[src/rtl/sb_pkg.sv]
package sb_pkg;
  localparam int unsigned NUM_REGS = 32;
  localparam int unsigned IDX_W    = $clog2(NUM_REGS);
  localparam int unsigned NUM_SRC  = 2;

  typedef logic [IDX_W-1:0]    reg_idx_t;
  typedef logic [NUM_REGS-1:0] reg_vec_t;
endpackage

[src/rtl/sb_pending_bits.sv]
module sb_pending_bits #(
  parameter int unsigned NREGS = 32,
  localparam int unsigned IW   = $clog2(NREGS)
) (
  input  logic             clk_i,
  input  logic             rst_ni,
  input  logic             set_en_i,
  input  logic [IW-1:0]    set_idx_i,
  input  logic             clr_en_i,
  input  logic [IW-1:0]    clr_idx_i,
  output logic [NREGS-1:0] pend_o
);
  logic [NREGS-1:0] pend_q;

  for (genvar g = 0; g < NREGS; g++) begin : g_bit
    logic set_hit, clr_hit;
    assign set_hit = set_en_i && (set_idx_i == IW'(g));
    assign clr_hit = clr_en_i && (clr_idx_i == IW'(g));
    always_ff @(posedge clk_i or negedge rst_ni) begin
      if (!rst_ni)      pend_q[g] <= 1'b0;
      else if (set_hit) pend_q[g] <= 1'b1;  // set wins over same-cycle clear
      else if (clr_hit) pend_q[g] <= 1'b0;
    end
  end

  assign pend_o = pend_q;

  a_r9_set_wins: assert property (@(posedge clk_i) disable iff (!rst_ni)
    set_en_i |=> pend_q[$past(set_idx_i)]);
  a_r7_wb_clears: assert property (@(posedge clk_i) disable iff (!rst_ni)
    (clr_en_i && !(set_en_i && set_idx_i == clr_idx_i)) |=> !pend_q[$past(clr_idx_i)]);
endmodule

[src/rtl/sb_src_check.sv]
module sb_src_check #(
  parameter int unsigned NREGS = 32,
  localparam int unsigned IW   = $clog2(NREGS)
) (
  input  logic             use_i,
  input  logic [IW-1:0]    idx_i,
  input  logic [NREGS-1:0] pend_i,
  input  logic             wb_valid_i,
  input  logic [IW-1:0]    wb_idx_i,
  output logic             hit_o
);
  logic nonzero, bypass;
  assign nonzero = (idx_i != '0);
  assign bypass  = wb_valid_i && (wb_idx_i == idx_i);
  assign hit_o   = use_i && nonzero && pend_i[idx_i] && !bypass;
endmodule

[src/rtl/reg_scoreboard.sv]
module reg_scoreboard
  import sb_pkg::*;
(
  input  logic     clk_i,
  input  logic     rst_ni,
  input  logic     dec_valid_i,
  input  reg_idx_t rs1_idx_i,
  input  logic     rs1_use_i,
  input  reg_idx_t rs2_idx_i,
  input  logic     rs2_use_i,
  input  reg_idx_t rd_idx_i,
  input  logic     rd_wr_i,
  input  logic     wb_valid_i,
  input  reg_idx_t wb_idx_i,
  output logic     stall_o
);
  reg_vec_t             pend;
  reg_idx_t             src_idx [NUM_SRC];
  logic [NUM_SRC-1:0]   src_use;
  logic [NUM_SRC-1:0]   src_hit;
  logic                 issue, mark_en;

  assign src_idx[0] = rs1_idx_i;
  assign src_idx[1] = rs2_idx_i;
  assign src_use    = {rs2_use_i, rs1_use_i};

  for (genvar s = 0; s < NUM_SRC; s++) begin : g_src
    sb_src_check #(.NREGS(NUM_REGS)) u_chk (
      .use_i     (src_use[s]),
      .idx_i     (src_idx[s]),
      .pend_i    (pend),
      .wb_valid_i(wb_valid_i),
      .wb_idx_i  (wb_idx_i),
      .hit_o     (src_hit[s])
    );
  end

  assign stall_o = dec_valid_i && (|src_hit);
  assign issue   = dec_valid_i && !stall_o;
  assign mark_en = issue && rd_wr_i && (rd_idx_i != '0);

  sb_pending_bits #(.NREGS(NUM_REGS)) u_bits (
    .clk_i    (clk_i),
    .rst_ni   (rst_ni),
    .set_en_i (mark_en),
    .set_idx_i(rd_idx_i),
    .clr_en_i (wb_valid_i),
    .clr_idx_i(wb_idx_i),
    .pend_o   (pend)
  );

  a_r3_idle_no_stall: assert property (@(posedge clk_i) disable iff (!rst_ni)
    stall_o |-> dec_valid_i);
  a_r5_zero_never_pending: assert property (@(posedge clk_i) disable iff (!rst_ni)
    !pend[0]);
  a_r6_stall_no_mark: assert property (@(posedge clk_i) disable iff (!rst_ni)
    (stall_o && !wb_valid_i) |=> pend == $past(pend));
  a_r10_no_write_no_mark: assert property (@(posedge clk_i) disable iff (!rst_ni)
    (!rd_wr_i && !wb_valid_i) |=> pend == $past(pend));
endmodule

[config.mk]
export PLATFORM = sky130hd
export DESIGN_NAME = reg_scoreboard
export DESIGN_NICKNAME = d
export VERILOG_FILES = /design/src/rtl/sb_pkg.sv /design/src/rtl/sb_pending_bits.sv /design/src/rtl/sb_src_check.sv /design/src/rtl/reg_scoreboard.sv
export SDC_FILE = /design/constraint.sdc
export NUM_CORES = 1
export LEC_CHECK = 0
export ABC_AREA = 0
export CAP_MARGIN = 40
export CELL_PAD_IN_SITES_DETAIL_PLACEMENT = 0
export CELL_PAD_IN_SITES_GLOBAL_PLACEMENT = 1
export CORE_ASPECT_RATIO = 0.8
export CORE_MARGIN = 2
export CORE_UTILIZATION = 54
export CTS_BUF_LIST = sky130_fd_sc_hd__clkbuf_16
export DETAILED_ROUTE_END_ITERATION = 8
export DONT_BUFFER_PORTS = 1
export PLACE_DENSITY = 0.94
export RECOVER_POWER = 50
export SETUP_SLACK_MARGIN = 0.2
export SLEW_MARGIN = 20
export SYNTH_ARGS = -nofsm -noshare
export SYNTH_HDL_FRONTEND = slang
export SYNTH_SLANG_ARGS = --single-unit
[constraint.sdc]
create_clock -name clk_i -period 3.3 [get_ports clk_i]
set_clock_uncertainty 0.2 [all_clocks]
set_input_delay 0.33 -clock clk_i [delete_from_list [all_inputs] [get_ports clk_i]]
set_output_delay 0.33 -clock clk_i [all_outputs]
set_load 0.01 [all_outputs]
==> flow_summary.ini <==
[status]
outcome = finished, violations left
violations = max-capacitance violations, max-slew violations

[synth]
synth_common_cells = dfrtp_1, o21ai_0, o31ai_1
synth_top_area_share_pct = 34.8
synthTopCellsByArea = dfrtp_1, mux4_2, o41ai_2
ys.flop_type = dfrtp_1
synth_area_um2 = 2300
synth-edff-count = 0
synth.avg_cell_area_um2 = 10.6
syn_nets = 244
yosys.area.top_type = dfrtp_1
synth.ff_latch_count = 32
synthArstFlopShare_pct = 100
synthDistinctLibCells = 43
ys.warnings.count = 0
postSynthCellCount = 217
synth_seq_area_share_pct = 34.8

[power]
clkPwrFrac_pct = 35.5
swShare_pct = 28.1
p_leak_nw = 0.968
power_density_nw_per_um2 = 490
pwr-share-seq_pct = 42.1
p_comb_share_pct = 22.3
switchingPower_mw = 0.341
ir_drop_v = 0.000328
internal_power_mw = 0.871

[layout]
syn_to_final_growth_pct = 7.51
layout-drive-gt1-share_pct = 19.9
final_core_util_pct = 59.9
antennaDiodeCount = 0
fin_area_um2 = 2470
largest_register_ffs = 32
nets = 242

[die]
die_area_um2 = 4800
core_um2 = 4130
start_util_pct = 55.7
num_rows = 21
die_y_um = 62.4
die_w_um = 77.0
ios = 28

[worst_hold_path]
hold_path_startpoint = rd_idx_i[4]
hold_path.class = in2reg

[clock_tree]
cts-htree-levels = 2
clock_path_buffers = 2
cts_made_buffers = 5
clk_pin_slew_ns = 0.05
ctsResizeCount = 0
cts_root_buf = clkbuf_16
cts_sinks = 32
post_cts_buffers = 0
cts_tree = built
clk_latency_ns = 0.28

[place]
place_congestion = 0.885
portBuffers = 0
post-dp-hpwl_um = 4380
pre_cts_ws_ns = 0.859
placed_cell_area_um2 = 2310

[sta]
tightest_slew_ns = 1.73
final.period_utilization_pct = 83.7
grt_setup_unrepaired = false
slew_headroom_pct = -15.2
maxSlewViolCount = 33
whs_ns = 0.0352
setup_ws_ns = 0.538
period_needed_ns = 2.76
timing.fmax_mhz = 362
fin_setup_tns_ns = 0
final-setup-viol-count = 0
hold_viol_final = 0

[route]
ant_nets = 0
via_per_inst = 7.05
vias = 1926
firstDrtPassIters = 5
route.detailed.drc = 0
wl_um = 6070
detail_route.wl_per_cell_um = 22.2
drt_iter0_markers = 118

[global_routing]
grt_max_degree = 33
grt_pass1_wl_um = 10100
antenna_found_initial = 0
grt_pass1_vias = 1942
overflow = 0
grt_use_total_pct = 27.3

[worst_setup_path]
worstPathArrival_ns = 2.23
start_kind = register
worst_setup_path_end_kind = primary output
worstPathRequired_ns = 2.77
crit_type = reg2out
crit_fanout = 15
startpoint = u_bits.pend_o[13]
timing.rr.start = u_bits.pend_o[13]
r2r_slack_ns = 0.83

[run]
cap_violations = 1
[power by group through the flow]
| stage | sequential (mW) | combinational [mW] | clock [mW] |
|---|---|---|---|
| 2_1_floorplan | 0.492 | 0.235 | 0 |
| 3_3_place_gp | 0.510 | 0.251 | 0 |
| 3_5_place_dp | 0.514 | 0.254 | 0 |
| 4_1_cts | 0.508 | 0.271 | 0.431 |
| 5_1_grt | 0.517 | 0.297 | 0.452 |
| 6_report | 0.510 | 0.271 | 0.430 |
[critical path: stages, from the launching register on]
cell      delay (ns)
dfrtp_1         0.39
mux4_2          0.47
nor2_1          0.10
a21oi_1         0.06
a311oi_2        0.28
o22ai_2         0.21
buf_6           0.23
and2_1          0.20
[what timing repair did]
action | in CTS | in global routing
endpoints found under the setup margin | 0 | 0
hold endpoints to repair | 33 | 0
hold buffers | 3 | 0
[metal layers]
metal / GRT usage [%] / routed length, µm / up-vias
li1: - / - / 853
met1: 40.6 / 2760 / 956
met2: 39.6 / 2650 / 106
met3: 6.94 / 582 / 11
met4: 7.73 / 76 / 0
met5: 0 / 0 / -
[kinds of logic after synthesis]
kind of cell           Yosys count  share of synthesized area (%)
XOR/XNOR                         9                           3.43
AND/OR/NAND/NOR                 60                           14.7
multiplexers                    23                           16.8
flip-flops                      32                           34.8
buffers and inverters           17                           4.03
AO/OA/AOI/OAI                   76                           26.3
[per-stage QoR]
| stage | power (mW) | instances |
|---|---|---|
| 6_report | 1.21 | 273 |
| 5_1_grt | 1.27 | 273 |
| 4_1_cts | 1.21 | 273 |
| 3_5_place_dp | 0.768 | 262 |
| 3_3_place_gp | 0.762 | 261 |
| 2_1_floorplan | 0.727 | 217 |
[placed cells by master, fill, tap and decap left out, types with 7 or more instances in the layout]
master    synthesis  layout
o31ai_1          18      18
mux4_2           12      12
mux2i_1           7       7
o41ai_2          11      11
nand2_1          10      10
nand3_1           9       9
xor2_1            7       7
dfrtp_1          32      32
o21ai_0          32      32
nand2b_1          8       8
[path summary, 6_finish.rpt]
path	endpoint	depth (start not counted)
hold reg to reg	u_bits.pend_o[0]	1
setup / recovery	stall_o	7
min in group asynchronous	u_bits.pend_o[26]	2
max in group asynchronous	u_bits.pend_o[21]	2
hold / removal	u_bits.pend_o[22]	2
setup reg to reg	u_bits.pend_o[30]	8
[layout make-up]
cell class              count  area (µm²)
clock buffers               5         125
clock inverters             3        11.3
fillers                   342        1650
inverters                   2        7.51
multi-input cells         168        1410
flip-flops and latches     32         801
well taps                  57        71.3
repair buffers              6        50.0
Power figures use the tool's default switching activity.
